File: config.mk
export PLATFORM = sky130hd
export DESIGN_NAME = sdram_cfg_ctrl
export DESIGN_NICKNAME = d
export VERILOG_FILES = /design/src/rtl/sdram_cfg_pkg.sv /design/src/rtl/sdram_cfg_regs.sv /design/src/rtl/sdram_ref_timer.sv /design/src/rtl/sdram_mode_fsm.sv /design/src/rtl/sdram_cfg_ctrl.sv
export SDC_FILE = /design/constraint.sdc
export NUM_CORES = 1
export LEC_CHECK = 0
export BUFFER_PORTS_ARGS = -buffer_cell sky130_fd_sc_hd__buf_2
export CAP_MARGIN = 20
export CORE_AREA = 3 3 74 76
export DETAILED_ROUTE_END_ITERATION = 12
export DIE_AREA = 0 0 77 79
export PLACE_DENSITY = 0.79
export SLEW_MARGIN = 20
export SYNTH_ARGS = -nofsm -noshare
export SYNTH_HDL_FRONTEND = slang
export SYNTH_HIERARCHICAL = 1
export SYNTH_SLANG_ARGS = --single-unit
File: constraint.sdc
create_clock -name clk_i -period 6.8 [get_ports clk_i]
set_input_delay 0.68 -clock clk_i [delete_from_list [all_inputs] [get_ports clk_i]]
set_output_delay 0.68 -clock clk_i [all_outputs]
set_load 0.005 [all_outputs]
File: src/rtl/sdram_cfg_pkg.sv
package sdram_cfg_pkg;

  localparam int SR_BIT   = 31;
  localparam int PD_BIT   = 30;
  localparam int PDWR_BIT = 29;
  localparam int LOCK_BIT = 23;
  localparam int CL_LSB   = 9;
  localparam int BANK_LSB = 4;
  localparam int PAGE_LSB = 0;

  typedef struct packed {
    logic       sr;
    logic       pd;
    logic       pdwr;
    logic [2:0] cl;
    logic [2:0] bank;
    logic [2:0] page;
  } cfg_t;

  localparam cfg_t CFG_RST = '{sr: 1'b0, pd: 1'b0, pdwr: 1'b0,
                               cl: 3'd3, bank: 3'd2, page: 3'd0};

  typedef enum logic [3:0] {
    ST_NORM, ST_INIT_W, ST_REF_W, ST_PDN_EN_W, ST_PDN,
    ST_PDN_EX_W, ST_SR_EN_W, ST_SR, ST_SR_EX_W
  } mode_st_e;

  typedef enum logic [2:0] {
    CMD_NONE, CMD_INIT, CMD_REF, CMD_PDN_EN, CMD_PDN_EX, CMD_SR_EN, CMD_SR_EX
  } cmd_e;

endpackage

File: src/rtl/sdram_cfg_regs.sv
module sdram_cfg_regs
  import sdram_cfg_pkg::*;
#(
  parameter int unsigned RR_W   = 13,
  parameter int unsigned RR_RST = 1560
) (
  input  logic            clk_i,
  input  logic            rst_ni,
  input  logic            wr_en_i,
  input  logic            wr_sel_i,
  input  logic [31:0]     wr_data_i,
  input  logic [3:0]      wr_be_i,
  output cfg_t            cfg_o,
  output logic [RR_W-1:0] rr_o,
  output logic            rr_wr_o,
  output logic            init_req_o
);

  cfg_t            cfg_q, cfg_d;
  logic [RR_W-1:0] rr_q, rr_d;
  logic            cfg_wr, cl_wr, geo_chg;
  logic [2:0]      cl_new;
  logic            unused_wdata;

  assign cfg_wr = wr_en_i && !wr_sel_i;
  assign cl_new = wr_data_i[CL_LSB +: 3];
  assign cl_wr  = cfg_wr && wr_be_i[1] && wr_be_i[2] && wr_data_i[LOCK_BIT]
                  && (cl_new == 3'd2 || cl_new == 3'd3);
  // narrow-mode bit is hard-wired, so bit 14 is never stored
  assign unused_wdata = ^{wr_data_i[28:24], wr_data_i[22:RR_W]};

  always_comb begin
    cfg_d = cfg_q;
    if (cfg_wr && wr_be_i[3]) begin
      cfg_d.sr   = wr_data_i[SR_BIT];
      cfg_d.pd   = wr_data_i[PD_BIT];
      cfg_d.pdwr = wr_data_i[PDWR_BIT];
    end
    if (cfg_wr && wr_be_i[0]) begin
      cfg_d.bank = wr_data_i[BANK_LSB +: 3];
      cfg_d.page = wr_data_i[PAGE_LSB +: 3];
    end
    if (cl_wr) cfg_d.cl = cl_new;
  end

  assign geo_chg = (cfg_d.cl != cfg_q.cl) || (cfg_d.bank != cfg_q.bank)
                || (cfg_d.page != cfg_q.page);

  always_comb begin
    rr_d = rr_q;
    if (wr_en_i && wr_sel_i) begin
      if (wr_be_i[0]) rr_d[7:0]      = wr_data_i[7:0];
      if (wr_be_i[1]) rr_d[RR_W-1:8] = wr_data_i[RR_W-1:8];
    end
  end

  always_ff @(posedge clk_i or negedge rst_ni) begin
    if (!rst_ni) begin
      cfg_q      <= CFG_RST;
      rr_q       <= RR_W'(RR_RST);
      rr_wr_o    <= 1'b0;
      init_req_o <= 1'b1;
    end else begin
      cfg_q      <= cfg_d;
      rr_q       <= rr_d;
      rr_wr_o    <= wr_en_i && wr_sel_i && (|wr_be_i[1:0]);
      init_req_o <= geo_chg;
    end
  end

  assign cfg_o = cfg_q;
  assign rr_o  = rr_q;


  upper_only_no_init_chk: assert property (@(posedge clk_i) disable iff (!rst_ni)
    (cfg_wr && wr_be_i == 4'b1000) |=> !init_req_o);

  cl_lock_hold_chk: assert property (@(posedge clk_i) disable iff (!rst_ni)
    (cfg_wr && !(wr_be_i[1] && wr_be_i[2] && wr_data_i[LOCK_BIT])) |=> $stable(cfg_q.cl));

  cl_legal_chk: assert property (@(posedge clk_i) disable iff (!rst_ni)
    (cfg_q.cl == 3'd2 || cfg_q.cl == 3'd3));

endmodule

File: src/rtl/sdram_ref_timer.sv
module sdram_ref_timer #(
  parameter int unsigned RR_W   = 13,
  parameter int unsigned RR_RST = 1560
) (
  input  logic            clk_i,
  input  logic            rst_ni,
  input  logic [RR_W-1:0] rr_i,
  input  logic            reload_i,
  output logic            due_o
);

  logic [RR_W-1:0] cnt_q, eff;

  // zero rate would stall the counter, use the longest period instead
  assign eff = (rr_i == '0) ? '1 : rr_i;

  always_ff @(posedge clk_i or negedge rst_ni) begin
    if (!rst_ni)                      cnt_q <= RR_W'(RR_RST);
    else if (reload_i || cnt_q == 1) cnt_q <= eff;
    else                              cnt_q <= cnt_q - 1'b1;
  end

  assign due_o = (cnt_q == 1) && !reload_i;


  cnt_nonzero_chk: assert property (@(posedge clk_i) disable iff (!rst_ni)
    cnt_q != '0);

endmodule

File: src/rtl/sdram_mode_fsm.sv
module sdram_mode_fsm
  import sdram_cfg_pkg::*;
(
  input  logic clk_i,
  input  logic rst_ni,
  input  logic init_req_i,
  input  logic due_i,
  input  logic sr_i,
  input  logic pd_i,
  input  logic pdwr_i,
  input  logic ack_i,
  output logic init_start_o,
  output logic auto_ref_o,
  output logic sref_enter_o,
  output logic sref_exit_o,
  output logic pdn_enter_o,
  output logic pdn_exit_o
);

  mode_st_e st_q, st_d;
  cmd_e     cmd;
  logic     pend_q, pend_d, ref_need;

  assign ref_need = pend_q || due_i;

  always_comb begin
    st_d = st_q;
    cmd  = CMD_NONE;
    if (init_req_i) begin
      st_d = ST_INIT_W;
      cmd  = CMD_INIT;
    end else begin
      unique case (st_q)
        ST_NORM: begin
          if (ref_need) begin
            st_d = ST_REF_W;    cmd = CMD_REF;
          end else if (sr_i) begin
            st_d = ST_SR_EN_W;  cmd = CMD_SR_EN;
          end else if (pd_i) begin
            st_d = ST_PDN_EN_W; cmd = CMD_PDN_EN;
          end
        end
        ST_INIT_W, ST_REF_W, ST_PDN_EX_W, ST_SR_EX_W:
          if (ack_i) st_d = ST_NORM;
        ST_PDN_EN_W: if (ack_i) st_d = ST_PDN;
        ST_SR_EN_W:  if (ack_i) st_d = ST_SR;
        ST_PDN: begin
          if (sr_i || !pd_i || (pdwr_i && ref_need)) begin
            st_d = ST_PDN_EX_W; cmd = CMD_PDN_EX;
          end
        end
        ST_SR: begin
          if (!sr_i) begin
            st_d = ST_SR_EX_W;  cmd = CMD_SR_EX;
          end
        end
        default: st_d = ST_NORM;
      endcase
    end
  end

  // device refreshes itself in self-refresh, so nothing stays owed
  assign pend_d = (st_q == ST_SR) ? 1'b0 : (ref_need && cmd != CMD_REF);

  always_ff @(posedge clk_i or negedge rst_ni) begin
    if (!rst_ni) begin
      st_q         <= ST_NORM;
      pend_q       <= 1'b0;
      init_start_o <= 1'b0;
      auto_ref_o   <= 1'b0;
      sref_enter_o <= 1'b0;
      sref_exit_o  <= 1'b0;
      pdn_enter_o  <= 1'b0;
      pdn_exit_o   <= 1'b0;
    end else begin
      st_q         <= st_d;
      pend_q       <= pend_d;
      init_start_o <= (cmd == CMD_INIT);
      auto_ref_o   <= (cmd == CMD_REF);
      sref_enter_o <= (cmd == CMD_SR_EN);
      sref_exit_o  <= (cmd == CMD_SR_EX);
      pdn_enter_o  <= (cmd == CMD_PDN_EN);
      pdn_exit_o   <= (cmd == CMD_PDN_EX);
    end
  end


  sr_over_pd_chk: assert property (@(posedge clk_i) disable iff (!rst_ni)
    pdn_enter_o |-> !$past(sr_i));

  sref_pulse_chk: assert property (@(posedge clk_i) disable iff (!rst_ni)
    sref_enter_o |=> !sref_enter_o);

  pdn_pulse_chk: assert property (@(posedge clk_i) disable iff (!rst_ni)
    pdn_enter_o |=> !pdn_enter_o);

  pdn_hold_chk: assert property (@(posedge clk_i) disable iff (!rst_ni)
    (st_q == ST_PDN && pd_i && !sr_i && !pdwr_i && !init_req_i) |=> !pdn_exit_o);

endmodule

File: src/rtl/sdram_cfg_ctrl.sv
module sdram_cfg_ctrl
  import sdram_cfg_pkg::*;
#(
  parameter int unsigned RR_W   = 13,
  parameter int unsigned RR_RST = 1560
) (
  input  logic        clk_i,
  input  logic        rst_ni,
  input  logic        reg_wr_i,
  input  logic        reg_sel_i,
  input  logic [31:0] reg_wdata_i,
  input  logic [3:0]  reg_be_i,
  input  logic        cmd_ack_i,
  output logic        init_start_o,
  output logic        auto_ref_o,
  output logic        sref_enter_o,
  output logic        sref_exit_o,
  output logic        pdn_enter_o,
  output logic        pdn_exit_o,
  output logic [2:0]  cas_lat_o,
  output logic [2:0]  bank_cnt_o,
  output logic [2:0]  page_sel_o,
  output logic        narrow_o
);

  cfg_t            cfg;
  logic [RR_W-1:0] rr;
  logic            rr_wr, init_req, due;

  sdram_cfg_regs #(.RR_W(RR_W), .RR_RST(RR_RST)) u_regs (
    .clk_i, .rst_ni,
    .wr_en_i(reg_wr_i), .wr_sel_i(reg_sel_i),
    .wr_data_i(reg_wdata_i), .wr_be_i(reg_be_i),
    .cfg_o(cfg), .rr_o(rr), .rr_wr_o(rr_wr), .init_req_o(init_req)
  );

  sdram_ref_timer #(.RR_W(RR_W), .RR_RST(RR_RST)) u_timer (
    .clk_i, .rst_ni, .rr_i(rr), .reload_i(rr_wr), .due_o(due)
  );

  sdram_mode_fsm u_fsm (
    .clk_i, .rst_ni,
    .init_req_i(init_req), .due_i(due),
    .sr_i(cfg.sr), .pd_i(cfg.pd), .pdwr_i(cfg.pdwr), .ack_i(cmd_ack_i),
    .init_start_o, .auto_ref_o, .sref_enter_o, .sref_exit_o,
    .pdn_enter_o, .pdn_exit_o
  );

  assign cas_lat_o  = cfg.cl;
  assign bank_cnt_o = cfg.bank;
  assign page_sel_o = cfg.page;
  assign narrow_o   = 1'b1;

endmodule

# Yosys cells after proc, flatten, opt, wreduce, memory -nomap -nowiden
# Index checks and enable logic that the tools add are counted.
[word_totals] ff_bits=51 out_inout_bits=16 wordCells=98
[op_classes] addsub=1 eq_ne=27 muxes=22 n_reduce_logical=29
[op_table] cell="$mux 4" n=9
[op_table] cell="$mux 13" n=2
[op_table] cell="$pmux 4 s6" n=1
[op_table] cell="$mux 3" n=6
[op_table] cell="$eq 4x3->1 const B" n=4
[op_table] cell="$eq 13x1->1 const B" n=1
[op_table] cell="$logic_not 13->1" n=1
[op_table] cell="$sub 13x1->13 const B" n=1
[op_table] cell="$eq 3x2->1 const B" n=4
[op_table] cell="$logic_and 1x1->1" n=12
[op_table] cell="$ne 3x3->1 const B" n=4
[op_table] cell="$eq 3x3->1 const B" n=3
[op_table] cell="$ne 3x3->1" n=3
[op_table] cell="$pmux 3 s3" n=1
[op_table] cell="$eq 4x2->1 const B" n=2
[op_table] cell="$logic_or 1x1->1" n=7
[op_table] cell="$mux 6" n=1
[op_table] cell="$ne 3x2->1 const B" n=2
[op_table] cell="$reduce_and 6->1" n=1
[op_table] cell="$ne 5x4->1 const B" n=1
[op_table] cell="$eq 4x1->1 const B" n=1
[op_table] cell="$eq 4x4->1 const B" n=1
[op_table] cell="$logic_not 4->1" n=1
[op_table] cell="$reduce_and 2->1" n=2
[op_table] cell="6 further kinds" n=8

# Logic depth before layout (Yosys ltp)
# Gate-level depths: netlist of run 1.
[depth] depth_word=11 ltp_mapped=9 ltp_nobuf=9

# By module
# Netlist of run 1, hierarchy kept.
[modules_own_cells] mod="sdram_cfg_regs" n_inst=1 cells_each=72 area_per_inst_um2=1124.8 seq_area_each_um2=685.7
[modules_own_cells] mod="sdram_ref_timer" n_inst=1 cells_each=83 area_per_inst_um2=812.0 seq_area_each_um2=330.3
[modules_own_cells] mod="sdram_mode_fsm" n_inst=1 cells_each=76 area_per_inst_um2=745.7 seq_area_each_um2=275.3
[modules_own_cells] mod="sdram_cfg_ctrl" n_inst=1 cells_each=2 area_per_inst_um2=11.3 seq_area_each_um2=0.0

# Worst setup path after synthesis of run 1
# Ideal clock, no wire load.
[synth_path] path_kind="register to register" startpoint="register u_timer.cnt_q[5]" endpoint="register u_fsm.auto_ref_o" setup_ns=0.124 arrival_ns=2.267 t_required_ns=6.676 path_slack_ns=4.409 path_stages_with_launch=9 synth_period_minus_slack_ns=2.391 path_cell_list="dfrtp_1 -> nor4_4 -> nand2_1 -> nor4b_1 -> o21ai_0 -> a211oi_1 -> o31ai_2 -> and3_4 -> nor2b_4"
[synth_between] elab_chain_len=9 elab_cells_between_ends=10
[synth_lines] element="start, declared" line="sdram_ref_timer.sv:12" text="logic [RR_W-1:0] cnt_q, eff;"
[synth_lines] element="start signal, assigned" line="sdram_ref_timer.sv:18" text="if (!rst_ni) cnt_q <= RR_W'(RR_RST);"
[synth_lines] element="start signal, assigned" line="sdram_ref_timer.sv:20" text="else cnt_q <= cnt_q - 1'b1;"
[synth_lines] element="$eq 13x1->1 (*)" line="sdram_ref_timer.sv:23" text="assign due_o = (cnt_q == 1) && !reload_i;"
[synth_lines] element="$logic_and 1x1->1 (*)" line="sdram_ref_timer.sv:23"
[synth_lines] element="via due" line="sdram_cfg_ctrl.sv:28" text="logic rr_wr, init_req, due;"
[synth_lines] element="$logic_or 1x1->1 (*)" line="sdram_mode_fsm.sv:24" text="assign ref_need = pend_q || due_i;"
[synth_lines] element="$logic_and 1x1->1" line="sdram_mode_fsm.sv:48" text="if (sr_i || !pd_i || (pdwr_i && ref_need)) begin"
[synth_lines] element="$logic_or 1x1->1" line="sdram_mode_fsm.sv:48"
[synth_lines] element="$mux 3" line="sdram_mode_fsm.sv:48"
[synth_lines] element="$pmux 3 s3 (*)" line="sdram_mode_fsm.sv:33" text="unique case (st_q)"
[synth_lines] element="$mux 3 (*)" line="sdram_mode_fsm.sv:29" text="if (init_req_i) begin"
[synth_lines] element="$eq 3x2->1 (*)" line="sdram_mode_fsm.sv:79" text="auto_ref_o <= (cmd == CMD_REF);"
[synth_lines] element="end signal, assigned" line="sdram_mode_fsm.sv:79"
[synth_lines] element="end, declared" line="sdram_mode_fsm.sv:13" text="output logic auto_ref_o,"
# Mark *: on every way through the listed nets, which the timed path passes. The rest lies on a longest branch.
# A chain may end at the register's enable or synchronous reset.

# Worst setup path after layout of run 1
[layout_path] startpoint="register u_timer.cnt_q[1]" endpoint="register u_fsm.auto_ref_o"
# Same word-level chain as after synthesis.

==> impl_metrics.ini, run 1 <==
[status]
status = completed

[layout]
layout.area.seq_um2 = 1291
design_area_um2 = 3020
instances_no_fill = 338
fillCellCount = 385
final_core_util_pct = 63.11
multi_input_area_um2 = 1324
area_delta_synth_final_pct = 12.12
antennaDiodeCount = 0
final_nets = 313
drive_above_1_share_pct = 39.85

[placement]
dp.cells = 330
dp_hpwl_um = 3716
gp_congestion = 0.8564
place_area_um2 = 2913
io_buffer_count = 40

[setup_path]
reg2reg_to = u_fsm/auto_ref_o
rrSetupSlack_ns = 3.86
r2r_cells = 9
critPathCaptureType = flip-flop
crit_arrival_ns = 3.19
critPathMostFrequentCell = nor4b_1
cp_num_buf_inv = 1
crit_chain = inv_1, ha_1, nor4b_1, nor4b_1, nor2_2, and3_1, o31ai_2, and3_4, nor2b_4
slowest_stage = nor4b_1
critPathRequiredTime_ns = 7.05
worstPathMaxFanout = 7
r2r-start = u_timer/cnt_q[1]
setup.worst_path.start_class = flip-flop
crit_type = reg2reg
crit_family = simple AND/OR/NAND/NOR gates
critPathMaxStageDelay_ns = 0.66

[logic_synthesis]
async_flop_share_pct = 100.0
syn-cell-area_um2 = 2694
synth_area_per_cell_um2 = 11.56
synth-seq-cells = 51
synthCells = 233
yosysWarnings = 6
synth_flop_cell = dfrtp_1
synth_edf_count = 0
synthDistinctLibCells = 62
synth_seq_area_share_pct = 47.93
synth_fp_nets = 276

[power]
vdd_drop_max_v = 0.0001975
p_leak_nw = 1.282
p_per_area_nw_per_um2 = 303.6

[drt]
drc = 0
vias = 1922
wl_per_cell_um = 14.94
via_per_inst = 5.686
first_pass_iters = 4
first_iter_violations = 129
wirelength_um = 5051
ant_nets = 0

[min_path]
hp-class = in2async

[timing]
max_slew.worst_pin.slew_ns = 0.7989
setup_viol = 0
finalSetupTns_ns = 0
fin_crit_sh_pct = 43.21
finClkSkew_ns = 0.002991
rsz0062_at_grt = false
max_freq_mhz = 340.3
finalMaxSlewViolations = 0
min_period_ns = 2.938
hold_viol_final = 0
slew-limit-headroom_pct = 45.99

[floorplanning]
coreArea_um2 = 4786
start_util_pct = 56.29
rows = 25
io_pins = 57
die_w_um = 77
die_area_um2 = 6083
die_height_um = 79

[clocking]
cts_tree = done
cts-root-buf = clkbuf_8
path_clk_slew_ns = 0.09
cts_resized = 0
cts-htree-levels = 2
holdBufCountCts = 0
clock_sinks = 51
cts_max_path_buffers = 2
clkLatencyLatePin_ns = 0.31
cts_setup_buffers = 0
cts-buffers-inserted = 5

[global_route]
grt_start_max_net_pins = 52
grt_pass1_vias = 1863
grt-ovfl-total = 0
grt_usage_pct = 17.72
grt_pass1_wl_um = 8562
antenna_found_initial = 0

[job]
max_cap_viol_count = 0
[where the power goes]
group	internal, W	switching [W]
clock network	0.0000831	0.000101
logic	0.000132	0.000125
registers	0.000381	0.0000947
total	0.000596	0.000321
[synth_stat cells (2+ instances only)]
cell,count,area share [%]
o31ai_1,2,0.56
o21ai_0,3,0.56
buf_6,2,0.84
dfrtp_1,39,36
clkbuf_1,4,0.56
nor2_1,13,1.8
o22ai_1,2,0.46
nand2b_1,4,0.93
mux2_2,22,9.2
buf_4,4,1.1
nand2_1,9,1.3
nor2_2,2,0.46
xnor2_1,9,2.9
a21oi_1,15,2.8
inv_1,4,0.56
nor4_4,3,2.4
and3_1,2,0.46
nor3_1,19,3.5
o211ai_1,2,0.56
a31oi_1,4,0.93
nor4b_1,3,0.98
nand3_1,4,0.74
nor4_1,3,0.70
xor2_1,8,2.6
dfstp_2,12,12
a41o_1,2,0.74
ha_1,2,0.93
[per-stage QoR]
step	setup WS, ns	hold WS, ns	total power (W)
6_report	3.862	0.4595	0.0009171
2_1_floorplan	4.409	0.3844	0.0006719
3_3_place_gp	4.032	0.4719	0.0007207
5_1_grt	3.573	0.4933	0.0009790
4_1_cts	4.026	0.4861	0.0009213
3_5_place_dp	4.054	0.4725	0.0007347
[logic make-up after synthesis]
group	after synthesis	synth area share (%)
compound gates	42	11.61
xor+xnor	17	5.527
fa+ha+maj	2	0.9288
buf+inv	15	3.251
flops	51	47.93
mux	23	9.754
other cells	1	0.1392
simple gates	82	20.86
[registers in the layout, indices dropped and copies added, names as in the netlist]
name                flops
u_regs/init_req_o       1
u_regs/cfg_o           12
u_fsm/init_start_o      1
u_fsm/st_q              4
u_fsm/sref_exit_o       1
u_fsm/pdn_exit_o        1
u_fsm/auto_ref_o        1
u_timer/cnt_q          13
u_regs/rr_wr_o          1
u_fsm/sref_enter_o      1
u_fsm/pend_q            1
u_fsm/pdn_enter_o       1
u_regs/rr_o            13
[layout by cell type (no fill, tap or decap), types with 4 or more instances in the layout]
master,instances
a31oi_1,4
mux2_2,22
nand2_1,9
buf_2,40
dfstp_2,12
nand2b_1,4
xor2_1,8
inv_1,4
a21oi_1,15
nor3_1,19
nor2_1,13
clkbuf_8,6
dfrtp_1,39
xnor2_1,9
nand3_1,4
[layout make-up]
| type | instances | area share (%) |
|---|---|---|
| Clock buffer | 6 | 2.734 |
| Tap cell | 67 | 2.775 |
| Timing Repair Buffer | 41 | 6.877 |
| Inverter | 4 | 0.4971 |
| Multi-Input combinational cell | 167 | 43.83 |
| Sequential cell | 51 | 42.75 |
| Clock inverter | 2 | 0.5385 |
[routing by layer]
| layer | share of wire [%] | wire, µm | GRT usage, % |
|---|---|---|---|
| met4 | 1.4 | 72 | 5.872 |
| met5 | 0 | 0 | 0 |
| met2 | 46 | 2341 | 28.83 |
| met1 | 46 | 2320 | 23.17 |
| met3 | 6.3 | 318 | 4.649 |
[how the worst max path moves through the flow]
stage / from / endpoint / slack (ns) / cells past startpoint
after CTS: u_timer/cnt_q[1] / u_fsm/auto_ref_o / 4.03 / 9
after global placement: u_timer/cnt_q[1] / u_fsm/auto_ref_o / 4.03 / 9
after global routing: u_timer/cnt_q[1] / u_fsm/auto_ref_o / 3.57 / 9
final: u_timer/cnt_q[1] / u_fsm/auto_ref_o / 3.86 / 9
after floorplan: u_timer/cnt_q[5] / u_fsm/auto_ref_o / 4.41 / 8
after detailed placement: u_timer/cnt_q[1] / u_fsm/auto_ref_o / 4.05 / 9
[worst register-to-register path, delay by kind of cell (launching register included)]
kind	cells	cell delay [ns]
adder cells (fa/ha/maj)	1	0.14
AND/OR/NAND/NOR	6	2.00
buffers and inverters	1	0.09
flip-flops	1	0.41
AO/OA/AOI/OAI	1	0.26
No activity file was read; power rests on OpenSTA's default activity.
==> run 2: changes to the inputs <==
CORE_AREA = 3 3 79 81   (was 3 3 74 76)
DIE_AREA = 0 0 82 84   (was 0 0 77 79)
PLACE_DENSITY = 0.73   (was 0.79)
clock period = 2.4 ns   (was 6.8 ns; I/O delays follow)
==> run 2 against run 1 <==
  * Sequential share of layout area down 1.0 points
  * Critical path type unchanged
  * First-iteration DRC count up 39%
  * Largest power group unchanged
  * Largest cell class unchanged
  * Cell count up 4.1%
  * Sequential cell count unchanged
  * Sequential power rose to 2.8 times the previous value
  * Highest routed layer unchanged
  * Via count up 0.99%
==> impl_metrics.ini, run 2 (same netlist as run 1, synthesis figures left out) <==
[setup_path]
critPathCaptureType = flip-flop
cp_num_buf_inv = 2
slowest_stage = dfrtp_1
critPathRequiredTime_ns = 2.58
critPathMostFrequentCell = nor4b_2
setup.worst_path.start_class = flip-flop
r2r-start = u_timer/cnt_q[1]
crit_chain = inv_1, ha_1, nor4b_2, nor4b_2, buf_4, nor2_2, a32oi_2, o31a_4, a21oi_1, a41o_1
r2r_cells = 10
crit_type = reg2reg
crit_family = compound AO/OA/AOI/OAI gates
critPathLaunch = u_timer/cnt_q[1]
critPathMaxStageDelay_ns = 0.40
critical_path_depth = 10
worstPathMaxFanout = 7
reg2reg_to = u_fsm/st_q[2]
rrSetupSlack_ns = 0.10
crit_arrival_ns = 2.48

[layout]
final_common_cell = buf_2
antennaDiodeCount = 0
drive_above_1_share_pct = 41.79
final_nets = 322
fillCellCount = 512
design_area_um2 = 3097
final_cell_mix = buf_2 (40), dfrtp_1 (38), mux2_2 (22)
area_delta_synth_final_pct = 14.96

[min_path]
worstHoldStart = reg_wdata_i[8]
hold_path_depth = 2
hp-class = in2reg
min_to = u_regs/rr_o[8]

[clocking]
cts-htree-levels = 2
clock_sinks = 51
cts_tree = done
path_clk_slew_ns = 0.09
cts-root-buf = clkbuf_8
clkLatencyLatePin_ns = 0.29
cts_max_path_buffers = 2
cts-buffers-inserted = 5

[job]
max_cap_viol_count = 0

[timing]
finalSetupTns_ns = 0
hold_viol_final = 0
finClkSkew_ns = 0.005935
finalMaxSlewViolations = 0
max_slew.worst_pin.slew_ns = 0.5384
hold_ws_ns = 0.1714
slew-limit-headroom_pct = 64.11
setup_viol = 0
fin_crit_sh_pct = 95.63
max_freq_mhz = 435.7
min_period_ns = 2.295

[power]
p_per_area_nw_per_um2 = 832.1
p_sw_w = 0.0008856
vdd_drop_max_v = 0.0004534
power_frac_seq_pct = 52.2
p_leak_nw = 1.323
power_frac_clock_pct = 17.9
switching_share_pct = 34.37
p_int_w = 0.001691
combPwrFrac_pct = 29.9

[drt]
vias = 1941
ant_nets = 0
first_pass_iters = 4
via_per_inst = 5.514
wirelength_um = 5167
first_iter_violations = 179
drc = 0
wl_per_cell_um = 14.68

[placement]
dp_hpwl_um = 3837
gp_congestion = 0.8838
place_area_um2 = 2984
io_buffer_count = 40

[floorplanning]
die_w_um = 82
rows = 27
io_pins = 57
start_util_pct = 48.62
die_height_um = 84
die_area_um2 = 6888
coreArea_um2 = 5540

[global_route]
grt_start_max_net_pins = 30
antenna_found_initial = 0
grt_pass1_wl_um = 8742
grt_usage_pct = 16.16
grt_pass1_vias = 1883
grt-ovfl-total = 0

[status]
status = completed
## run 2: changes by cell type in the layout (fill, tap and decap cells not counted), sizes merged
cell         delta
dlygate4sd3     +1
buf             +8
clkinvlp        -1
clkbuf          +1
## run 2: power by group through the flow
stage | logic (W) | registers [W] | clock network [W]
2_1_floorplan | 0.000644 | 0.00126 | 0
3_3_place_gp | 0.000739 | 0.00134 | 0
3_5_place_dp | 0.000757 | 0.00135 | 0
4_1_cts | 0.000762 | 0.00134 | 0.000474
5_1_grt | 0.000853 | 0.00138 | 0.000516
6_report | 0.000770 | 0.00134 | 0.000462
## run 2: worst max-delay path by stage
stage                        to  slack (ns)
6_report          u_fsm/st_q[2]        0.10
2_1_floorplan  u_fsm/auto_ref_o       0.009
5_1_grt           u_fsm/st_q[2]      -0.004
3_5_place_dp      u_fsm/st_q[2]        0.05
3_3_place_gp   u_fsm/auto_ref_o        0.08
4_1_cts           u_fsm/st_q[2]        0.02
## run 2: area by class of cell
cell class | instances | area [µm²] | share of cell area, %
tap | 72 | 90.09 | 2.909
clock buffer | 7 | 76.32 | 2.465
multi-input combinational | 167 | 1328 | 42.87
inverter | 4 | 15.01 | 0.4848
timing repair buffer | 50 | 290.3 | 9.374
sequential | 51 | 1292 | 41.74
clock inverter | 1 | 5.005 | 0.1616
## run 2: what timing repair did
| item | in CTS | in global routing |
|---|---|---|
| endpoints found under the setup margin | 0 | 6 |
| endpoints found under the hold margin | 17 | 0 |
| gates resized for setup | 0 | 3 |
| hold buffers | 1 | 0 |
| setup buffers | 0 | 1 |
## run 2: metal layers
layer  GRT usage [%]  vias to the layer above  share of wire, %
met2           24.83                       76                46
met1           22.89                      917                47
li1                -                      938                 -
met5               0                        -                 0
met3           3.348                       10               6.0
met4           4.532                        0               1.3
## run 2: stage by stage
step	std cells	util, %	power, W	worst slack, ns
finish	352	55.89	0.002577	0.1048
global route	352	55.89	0.002754	-0.003794
CTS	351	55.51	0.002572	0.02346
detailed placement	342	53.86	0.002110	0.04906
global placement	342	53.86	0.002080	0.08081
floorplan	233	-	0.001904	0.009047
==> run 3: changes to the inputs <==
CORE_AREA = 3 3 109 59   (was 3 3 79 81)
DIE_AREA = 0 0 112 62   (was 0 0 82 84)
PLACE_DENSITY = 0.74   (was 0.73)
==> run 3 against run 2 <==
  * Final area grew 1.4%
  * Sequential share of layout area shrank 0.57 points
  * Global-route usage shrank 0.25 points
  * Core utilization grew 1.8 points
  * Register-to-register slack gained 0.08 ns
  * Combinational power grew 7.1%
  * Clock-buffer cell count shrank 2
  * Largest cell class unchanged
  * Routed wire length grew 6.3%
  * Critical path depth shrank 1
  * Sequential cell count is the same
  * Sequential power is essentially flat
==> impl_metrics.ini, run 3 (same netlist as run 1, synthesis figures left out) <==
[placement]
dp_hpwl_um = 3972
dp.cells = 344
gp_congestion = 0.9111
io_buffer_count = 40

[timing]
fin_crit_sh_pct = 92.23
min_period_ns = 2.213
hold_viol_final = 0
finalMaxSlewViolations = 0
max_freq_mhz = 451.8
slew-limit-headroom_pct = 56.48
setup_viol = 0
max_slew.worst_pin.slew_ns = 0.6528
hold_ws_ns = 0.02532
rsz0062_at_grt = false
finClkSkew_ns = 0.01097

[power]
power_frac_seq_pct = 48.5
p_int_w = 0.001827
switching_share_pct = 34.53
p_leak_nw = 1.339
power_frac_clock_pct = 21.9
p_per_area_nw_per_um2 = 888.8
combPwrFrac_pct = 29.6
p_sw_w = 0.0009634
vdd_drop_max_v = 0.0004984

[drt]
first_pass_iters = 4
vias = 1989
wirelength_um = 5490
first_iter_violations = 104
ant_nets = 0
wl_per_cell_um = 15.55
drc = 0
via_per_inst = 5.635

[clocking]
cts_max_path_buffers = 2
cts-htree-levels = 2
clock_sinks = 51
cts-buffers-inserted = 5
cts_tree = done
clkLatencyLatePin_ns = 0.31
cts-root-buf = clkbuf_8
path_clk_slew_ns = 0.10

[floorplanning]
io_pins = 57
coreArea_um2 = 5444
die_height_um = 62
die_area_um2 = 6944
start_util_pct = 49.48
die_w_um = 112
rows = 19

[global_route]
grt_start_max_net_pins = 52
grt_usage_pct = 15.90
antenna_found_initial = 0
grt-ovfl-total = 0
use_met2_pct = 27.43
met3_usage_pct = 3.578
grt_pass1_vias = 1887
grt_most_used_layer = met2
grt_pass1_wl_um = 8776
grt_util_met1_pct = 20.73

[layout]
final_core_util_pct = 57.66
final_cell_mix = buf_2 (40), dfrtp_1 (38), mux2_2 (22)
final_common_cell = buf_2
fillCellCount = 465
antennaDiodeCount = 0
area_delta_synth_final_pct = 16.54
multi_input_area_um2 = 1350
layout.area.seq_um2 = 1292
final_nets = 322
drive_above_1_share_pct = 43.21
instances_no_fill = 353

[setup_path]
critPathMaxStageDelay_ns = 0.43
crit_family = simple AND/OR/NAND/NOR gates
crit_type = reg2reg
critPathCaptureType = flip-flop
worstPathMaxFanout = 7
setup.worst_path.start_class = flip-flop
crit_chain = nor4_4, nand2_1, nor4b_2, buf_4, nor2_2, a32oi_2, o31a_4, a21oi_1, a41o_1
critical_path_depth = 9
crit_arrival_ns = 2.42
r2r_cells = 9
slowest_stage = dfrtp_1
critPathRequiredTime_ns = 2.60
cp_num_buf_inv = 1

[min_path]
hp-class = in2async

[status]
status = completed

[job]
max_cap_viol_count = 0
==> run 3: final timing paths <==
kind,slack [ns],end,startpoint
min in group clk_i,0.16,u_regs/rr_o[7],reg_wdata_i[7]
hold reg to reg,0.47,u_fsm/init_start_o,u_regs/init_req_o
setup reg to reg,0.19,u_fsm/st_q[2],u_timer/cnt_q[7]
setup / recovery,0.19,u_fsm/st_q[2],u_timer/cnt_q[7]
max in group asynchronous,1.93,u_timer/cnt_q[5],rst_ni
hold / removal,0.03,u_fsm/st_q[0],rst_ni
==> run 3: area by class of cell <==
class / instances / area share, %
tap: 73 / 2.910
clock inverter: 3 / 1.475
inverter: 4 / 0.4783
multi-input combinational: 167 / 43.01
clock buffer: 5 / 2.192
sequential: 51 / 41.17
timing repair buffer: 50 / 8.768
==> run 3: what timing repair did <==
item / 4_1_cts / 5_1_grt
resized for setup: 1 / 4
hold buffers: 0 / 0
cloned: 0 / 0
setup buffers: 0 / 1
setup endpoints to repair: 7 / 8
pin swaps: 0 / 2
==> run 3: stage by stage <==
step | power [W] | area [µm²] | worst slack (ns) | TNS [ns]
floorplan | 0.001904 | 2694 | 0.009047 | 0
global placement | 0.002106 | 2980 | -0.09316 | -0.3180
detailed placement | 0.002156 | 2980 | -0.1349 | -0.6093
CTS | 0.002777 | 3102 | 0.02540 | 0
global route | 0.002969 | 3139 | 0.001921 | 0
finish | 0.002790 | 3139 | 0.1865 | 0
==> run 3: power groups by stage <==
stage	Clock [W]	Sequential, W	Combinational (W)
floorplan	0	0.00126	0.000644
global placement	0	0.00133	0.000773
detailed placement	0	0.00135	0.000805
CTS	0.000629	0.00134	0.000810
global route	0.000667	0.00139	0.000914
finish	0.000612	0.00135	0.000825
==> run 3: routing by layer <==
metal / wire (µm) / part of all wire [%]
met2: 2742 / 50
met4: 59 / 1.1
met3: 211 / 3.8
met5: 0 / 0
met1: 2477 / 45
==> run 3: worst reg2reg max path, delay by kind of cell, from the launching register on <==
kind	cells	cell delay (ns)
flops	1	0.43
compound gates	4	0.76
simple gates	4	0.78
buf+inv	1	0.16
